### src/rtl/pal_sync_pkg.sv
package pal_sync_pkg;

  typedef enum logic [1:0] {
    PULSE_NONE  = 2'd0,
    PULSE_LONG  = 2'd1,
    PULSE_SHORT = 2'd2
  } pulse_e;

  // first picture line; lines before it carry vertical sync
  localparam int unsigned PIC_FIRST_LINE = 6;
  // short-pulse lines at the frame tail
  localparam int unsigned TAIL_SYNC_LINES = 3;

endpackage

### src/rtl/pal_line_timer.sv
module pal_line_timer #(
  parameter int unsigned CLKS_PER_LINE = 1024,
  parameter int unsigned LINES         = 312,
  parameter int unsigned H_W           = 10,
  parameter int unsigned L_W           = 9
) (
  input  logic           clk_i,
  input  logic           rst_ni,
  output logic [H_W-1:0] hcnt_o,
  output logic [L_W-1:0] line_o,
  output logic           sol_o,
  output logic           sof_o
);

  localparam logic [H_W-1:0] H_LAST  = H_W'(CLKS_PER_LINE - 1);
  localparam logic [L_W-1:0] L_FIRST = L_W'(1);
  localparam logic [L_W-1:0] L_LAST  = L_W'(LINES);

  logic [H_W-1:0] hcnt_q;
  logic [L_W-1:0] line_q;

  always_ff @(posedge clk_i or negedge rst_ni) begin
    if (!rst_ni) begin
      hcnt_q <= '0;
      line_q <= L_FIRST;
    end else if (hcnt_q == H_LAST) begin
      hcnt_q <= '0;
      line_q <= (line_q == L_LAST) ? L_FIRST : line_q + L_W'(1);
    end else begin
      hcnt_q <= hcnt_q + H_W'(1);
    end
  end

  assign hcnt_o = hcnt_q;
  assign line_o = line_q;
  assign sol_o  = (hcnt_q == '0);
  assign sof_o  = (hcnt_q == '0) && (line_q == L_FIRST);

endmodule

### src/rtl/pal_vsync_table.sv
module pal_vsync_table
  import pal_sync_pkg::*;
#(
  parameter int unsigned LINES = 312,
  parameter int unsigned L_W   = 9
) (
  input  logic [L_W-1:0] line_i,
  input  logic           second_half_i,
  output pulse_e         pulse_o,
  output logic           picture_o
);

  localparam logic [L_W-1:0] L_LONG_END  = L_W'(2);
  localparam logic [L_W-1:0] L_MIXED     = L_W'(3);
  localparam logic [L_W-1:0] L_HEAD_END  = L_W'(PIC_FIRST_LINE - 1);
  localparam logic [L_W-1:0] L_TAIL_BEG  = L_W'(LINES - TAIL_SYNC_LINES + 1);

  always_comb begin
    picture_o = 1'b0;
    if (line_i <= L_LONG_END) begin
      pulse_o = PULSE_LONG;
    end else if (line_i == L_MIXED) begin
      pulse_o = second_half_i ? PULSE_SHORT : PULSE_LONG;
    end else if (line_i <= L_HEAD_END || line_i >= L_TAIL_BEG) begin
      pulse_o = PULSE_SHORT;
    end else begin
      pulse_o   = PULSE_NONE;
      picture_o = 1'b1;
    end
  end

endmodule

### src/rtl/pal_active_window.sv
module pal_active_window #(
  parameter int unsigned L_W          = 9,
  parameter int unsigned H_W          = 10,
  parameter int unsigned PX_W         = 10,
  parameter int unsigned PY_W         = 8,
  parameter int unsigned L_ACT0       = 38,
  parameter int unsigned ACTIVE_LINES = 256,
  parameter int unsigned H_ACT0       = 101,
  parameter int unsigned ACTIVE_CLKS  = 800
) (
  input  logic [L_W-1:0]  line_i,
  input  logic [H_W-1:0]  hcnt_i,
  input  logic            picture_i,
  output logic            active_o,
  output logic [PX_W-1:0] pix_x_o,
  output logic [PY_W-1:0] pix_y_o
);

  localparam logic [L_W-1:0] V_FIRST = L_W'(L_ACT0);
  localparam logic [L_W-1:0] V_LAST  = L_W'(L_ACT0 + ACTIVE_LINES - 1);
  localparam logic [H_W-1:0] H_FIRST = H_W'(H_ACT0);
  localparam logic [H_W-1:0] H_LAST  = H_W'(H_ACT0 + ACTIVE_CLKS - 1);

  logic           in_v, in_h;
  logic [H_W-1:0] x_off;
  logic [L_W-1:0] y_off;

  assign in_v     = (line_i >= V_FIRST) && (line_i <= V_LAST);
  assign in_h     = (hcnt_i >= H_FIRST) && (hcnt_i <= H_LAST);
  assign active_o = picture_i && in_v && in_h;
  assign x_off    = hcnt_i - H_FIRST;
  assign y_off    = line_i - V_FIRST;
  assign pix_x_o  = active_o ? PX_W'(x_off) : '0;
  assign pix_y_o  = active_o ? PY_W'(y_off) : '0;

endmodule

### src/rtl/pal_level_mux.sv
module pal_level_mux
  import pal_sync_pkg::*;
#(
  parameter int unsigned CLKS_PER_LINE = 1024,
  parameter int unsigned H_W           = 10,
  parameter int unsigned HSYNC_CLKS    = 75,
  parameter int unsigned LONG_LOW      = 480,
  parameter int unsigned SHORT_LOW     = 32
) (
  input  logic [H_W-1:0] hcnt_i,
  input  logic           second_half_i,
  input  pulse_e         pulse_i,
  input  logic           active_i,
  input  logic           pixel_i,
  output logic           sync_o,
  output logic           video_o
);

  localparam logic [H_W-1:0] HALF    = H_W'(CLKS_PER_LINE / 2);
  localparam logic [H_W-1:0] HS_END  = H_W'(HSYNC_CLKS);
  localparam logic [H_W-1:0] LNG_END = H_W'(LONG_LOW);
  localparam logic [H_W-1:0] SHT_END = H_W'(SHORT_LOW);

  logic [H_W-1:0] offset;

  assign offset = second_half_i ? hcnt_i - HALF : hcnt_i;

  always_comb begin
    unique case (pulse_i)
      PULSE_LONG:  sync_o = (offset >= LNG_END);
      PULSE_SHORT: sync_o = (offset >= SHT_END);
      default:     sync_o = (hcnt_i >= HS_END);
    endcase
  end

  // window never overlaps sync or porch, so white only rides on black
  assign video_o = active_i && pixel_i;

endmodule

### src/rtl/pal_sync_gen.sv
module pal_sync_gen
  import pal_sync_pkg::*;
#(
  parameter int unsigned CLKS_PER_LINE = 1024,
  parameter int unsigned LINES         = 312,
  parameter int unsigned HSYNC_CLKS    = 75,
  parameter int unsigned PORCH_CLKS    = 26,
  parameter int unsigned LONG_LOW      = 480,
  parameter int unsigned SHORT_LOW     = 32,
  parameter int unsigned TOP_BORDER    = 32,
  parameter int unsigned ACTIVE_LINES  = 256,
  parameter int unsigned ACTIVE_CLKS   = 800,
  parameter int unsigned L_W           = $clog2(LINES + 1),
  parameter int unsigned H_W           = $clog2(CLKS_PER_LINE),
  parameter int unsigned PX_W          = $clog2(ACTIVE_CLKS),
  parameter int unsigned PY_W          = $clog2(ACTIVE_LINES)
) (
  input  logic            clk_i,
  input  logic            rst_ni,
  input  logic            pixel_i,
  output logic            sync_o,
  output logic            video_o,
  output logic            active_o,
  output logic            sof_o,
  output logic            sol_o,
  output logic [L_W-1:0]  line_o,
  output logic [H_W-1:0]  hcnt_o,
  output logic [PX_W-1:0] pix_x_o,
  output logic [PY_W-1:0] pix_y_o
);

  localparam int unsigned H_ACT0 = HSYNC_CLKS + PORCH_CLKS;
  localparam int unsigned L_ACT0 = PIC_FIRST_LINE + TOP_BORDER;
  localparam logic [H_W-1:0] HALF = H_W'(CLKS_PER_LINE / 2);

  logic [H_W-1:0] hcnt;
  logic [L_W-1:0] line;
  logic           second_half;
  logic           picture;
  logic           active;
  pulse_e         pulse;

  pal_line_timer #(
    .CLKS_PER_LINE(CLKS_PER_LINE), .LINES(LINES), .H_W(H_W), .L_W(L_W)
  ) u_timer (
    .clk_i, .rst_ni, .hcnt_o(hcnt), .line_o(line), .sol_o, .sof_o
  );

  assign second_half = (hcnt >= HALF);

  pal_vsync_table #(.LINES(LINES), .L_W(L_W)) u_vtab (
    .line_i(line), .second_half_i(second_half), .pulse_o(pulse), .picture_o(picture)
  );

  pal_active_window #(
    .L_W(L_W), .H_W(H_W), .PX_W(PX_W), .PY_W(PY_W),
    .L_ACT0(L_ACT0), .ACTIVE_LINES(ACTIVE_LINES),
    .H_ACT0(H_ACT0), .ACTIVE_CLKS(ACTIVE_CLKS)
  ) u_win (
    .line_i(line), .hcnt_i(hcnt), .picture_i(picture),
    .active_o(active), .pix_x_o, .pix_y_o
  );

  pal_level_mux #(
    .CLKS_PER_LINE(CLKS_PER_LINE), .H_W(H_W), .HSYNC_CLKS(HSYNC_CLKS),
    .LONG_LOW(LONG_LOW), .SHORT_LOW(SHORT_LOW)
  ) u_mux (
    .hcnt_i(hcnt), .second_half_i(second_half), .pulse_i(pulse),
    .active_i(active), .pixel_i, .sync_o, .video_o
  );

  assign active_o = active;
  assign line_o   = line;
  assign hcnt_o   = hcnt;

endmodule

### config.mk
export PLATFORM = sky130hd
export DESIGN_NAME = pal_sync_gen
export DESIGN_NICKNAME = d
export VERILOG_FILES = /design/src/rtl/pal_sync_pkg.sv /design/src/rtl/pal_line_timer.sv /design/src/rtl/pal_vsync_table.sv /design/src/rtl/pal_active_window.sv /design/src/rtl/pal_level_mux.sv /design/src/rtl/pal_sync_gen.sv
export SDC_FILE = /design/constraint.sdc
export NUM_CORES = 1
export LEC_CHECK = 0
export CAP_MARGIN = 20
export CORE_UTILIZATION = 65
export DETAILED_ROUTE_END_ITERATION = 8
export DONT_BUFFER_PORTS = 1
export PLACE_DENSITY = 0.91
export SLEW_MARGIN = 20
export SYNTH_ARGS = -nofsm -noshare
export SYNTH_HDL_FRONTEND = slang
export SYNTH_SLANG_ARGS = --single-unit
### constraint.sdc
create_clock -name clk_i -period 6.9 [get_ports clk_i]
set_input_delay 1.035 -clock clk_i [delete_from_list [all_inputs] [get_ports clk_i]]
set_output_delay 1.035 -clock clk_i [all_outputs]
set_load 0.01 [all_outputs]
==> summary.md <==
| Metric | Value |
|---|---|
| Worst-Margin Slew | `about 0.81 ns` |
| Mux cell area share after synthesis | `less than 1%` |
| GP Congestion | `0.9073` |
| Post-Route WL | `about 4.3 mm` |
| EDFF count, synth | `0` |
| GRT Total Usage | `between 30% and 40%` |
| Final setup violation count | `0` |
| CTS H-tree lvls | `1` |
| Hpwl dp | `approximately 3.1 mm` |
| Final Cycle Share | `a little under three fifths` |
| Simple-gate share of the synthesized area | `a little over a quarter` |
| Critical path fanouts, max | `20` |
| Post-synthesis compound-gate area fraction | `between 10% and 20%` |
| Dpl cell area | `between 1500 and 2000 um2` |
| Total CTS buffers | `3` |
| Peak VDD IR | `between 0.00009 and 0.0001 V` |
| Synth area leaders | `dfrtp_1 26%, ha_1 9.6%, nor3_1 4.7%, xor2_1 4.6%, xnor2_1 4.1%` |
| Net count, final | `210` |
| Ys async rst share | `100.0%` |
| Seq/Total Area, Yosys | `roughly 28%` |
| Die area | `2824 um2` |
| Power per cell area | `roughly 100 nW/um2` |
| Drt drc | `0` |
| Largest family of logic cells by synthesized area | `simple AND/OR/NAND/NOR gates` |
| # IOs | `45` |
| Area grow syn2layout | `-0.2206%` |
| Maxcap violations | `0` |
| Worst setup SP type | `register` |
| Critical Path End Type | `output port` |
| Fraction of synthesized cell area in xor and xnor cells | `8.756%` |
| Upper clock frequency limit | `approximately 250 MHz` |
| Min Tclk post-route | `just under 4 ns` |
| Post-Syn Area | `around 1700 um2` |
| Req. time, crit path | `just under 6 ns` |
| Combinational share of power | `0%` |
| Share of layout cells above drive strength 1 | `7.254%` |
| Syn Inst Count | `between 200 and 250` |
| Clk sinks | `19` |
| WS Path Type | `register to output port` |
| Largest net degree at the start of global routing | `21` |
| Antenna Nets Post-Route | `0` |
| CTS Root Cell | `clkbuf_4` |
| WL/cell | `between 15 and 20 um` |
| Initial antenna violation count | `0` |
| Sw Share | `22.33%` |
| Syn Area/Cell | `~8.2 um2` |
| Top cell type by total area after synthesis | `dfrtp_1` |
| Initial core utilization | `between 60% and 70%` |
| Core ar. | `2477 um2` |
| RSZ-0062 raised after global routing | `false` |
| Flops & latches, synth | `19` |
| First-pass GRT wire length | `about 6.6 mm` |
| Grt ovf | `0` |
| Post-Layout Inst Area | `1697 um2` |
| Status | `completed` |
| Clock slew at reported path FFs | `~0.12 ns` |
| CTS tree | `done` |
| Skew final | `0.007847 ns` |
| Vias in the first global route | `1,419` |
| Ys flop type | `dfrtp_1` |
| Yosys top cell area share | `a little over a quarter` |
| Max-Slew Margin vs Limit | `a little under half` |
| Hold_buf cts | `0` |
| Syn Nets | `223` |
| Final-report hold violation count | `0` |
| Die width | `53.15 um` |
| Clock share of power | `35.4%` |
| P_sw | `38.53 uW` |
| Area share of fa/ha/maj cells after synthesis | `9.566%` |
| Slew Limit Fails | `0` |
| Resized Gates After CTS | `0` |
| Port bufs | `0` |
| Site Rows | `18` |
| Total leakage power | `around 0.00073 uW` |
| Post-CTS Setup Bufs | `0` |
| DRT Pass-1 Iters | `4` |
| Total Neg Setup Slack | `0 ns` |
| Synth cell types | `between 40 and 50` |
| Worst Path Arrival | `slightly below 3 ns` |
| # diodes | `0` |
| 1st-iter DRT viols | `60` |
| Synth warnings | `0` |
| Worst min-delay path category | `input port to async pin` |
| Cell-internal power | `between 100 and 150 uW` |
| DR vias/cell | `approximately 6.8` |
| CTS Buffer Depth | `2` |
| Die H | `around 53 um` |
| Total number of vias | `between 1.5k and 2k` |
| Worst-Skew Late Latency | `0.31 ns` |
| Register share of total power | `64.6%` |
per-stage QoR:
| stage | hold slack [ns] | cells | setup WS (ns) | utilization (%) | power, uW |
|---|---|---|---|---|---|
| 6_report | 0.3989 | 223 | 2.930 | 68.48 | 172.6 |
| 5_1_grt | 0.3921 | 223 | 2.801 | 68.48 | 176.0 |
| 4_1_cts | 0.4053 | 223 | 3.001 | 68.48 | 171.9 |
| 3_5_place_dp | 0.6469 | 219 | 3.345 | 67.42 | 113.6 |
| 3_3_place_gp | 0.6078 | 219 | 3.428 | 67.42 | 113.6 |
| 2_1_floorplan | 0.5812 | 207 | 3.590 | - | 113.6 |
cell usage in the layout (no fill, tap or decap), types with 2 or more instances in the layout:
master,instances
dfrtp_1,18
nor3_1,15
ha_1,13
nand2_1,11
o21ai_0,10
inv_1,9
nor2_1,9
xor2_1,9
a21oi_1,8
xnor2_1,8
nand3_1,7
nand4_1,7
nor2b_1,6
o31ai_1,6
a211oi_1,4
and2_1,4
or3_1,3
a31oi_1,3
nand2b_1,3
and3_1,3
a21boi_0,3
clkbuf_4,3
o21a_1,2
or2_2,2
a31o_2,2
nor3b_1,2
buf_4,2
cells by family (layout without fill, tap and decap cells):
kind of cell             Yosys count  count (layout)
multiplexers                       1               1
adder cells (fa/ha/maj)           13              13
AO/OA/AOI/OAI                     46              46
flip-flops                        19              19
XOR/XNOR                          17              17
buffers and inverters             29              15
AND/OR/NAND/NOR                   82              82
power groups by stage:
stage	Sequential [uW]	Combinational (uW)	Clock (uW)
finish	111	0.0813	61.1
CTS	111	0.0813	60.4
detailed placement	113	0.0813	0
floorplan	113	0.0814	0
global route	111	0.0813	64.5
global placement	113	0.0813	0
cells in the mapped netlist (2+ instances only):
master and count:
a211oi_1 4, and3_1 3, o21ai_0 10, nor3b_1 2, o31ai_1 6, xnor2_1 8, buf_2 4, a31o_2 2
a21oi_1 8, nand2b_1 3, o21a_1 2, clkbuf_1 15, a21boi_0 4, nor3_1 16, or3_1 3, nand4_1 7
or2_2 2, dfrtp_1 18, ha_1 13, inv_1 9, a31oi_1 3, nand2_1 11, nand3_1 7, nor2_1 9
xor2_1 9, nor2b_1 6, and2_1 4
worst max-delay path, stage by stage, from the launching register on:
cell	delay, ns
dfrtp_1	0.53
ha_1	0.40
a2111oi_2	0.38
o31ai_1	0.11
a221o_1	0.65
a211oi_1	0.55
routing by layer:
layer  track usage [%]  vias to the layer above  wire (um)  part of all wire, %
met2             52.74                       68       2079                   48
met4             13.16                        0         85                  2.0
met5                 0                        -          0                    0
met3             6.034                       10        340                  7.9
li1                  -                      708          -                    -
met1             41.98                      727       1795                   42
path summary, 6_finish.rpt:
path | endpoint | cells past startpoint | start | slack (ns)
max in group asynchronous | u_timer.line_o[0]$_DFFE_PN1P_ | 0 | rst_ni | 6.33
max | pix_x_o[4] | 5 | u_timer.line_o[2]$_DFFE_PN0P_ | 2.93
max reg2reg | u_timer.line_o[2]$_DFFE_PN0P_ | 6 | u_timer.hcnt_o[0]$_DFF_PN0_ | 4.59
min | u_timer.line_o[7]$_DFFE_PN0P_ | 0 | rst_ni | 0.40
min reg2reg | u_timer.hcnt_o[0]$_DFF_PN0_ | 1 | u_timer.hcnt_o[0]$_DFF_PN0_ | 0.66
min in group clk_i | u_timer.hcnt_o[0]$_DFF_PN0_ | 1 | u_timer.hcnt_o[0]$_DFF_PN0_ | 0.66
sequential cells by signal (all words and copies together) (netlist names):
name,cells
u_timer.line_o,9
u_timer.hcnt_o,10
area by class of cell:
type	instances	area, um2
timing repair buffer	2	15.01
sequential	19	476.7
clock buffer	4	26.28
fill	221	780.7
tap	30	37.54
multi-input combinational	159	1107
inverter	9	33.78
Power figures use the tool's default switching activity.
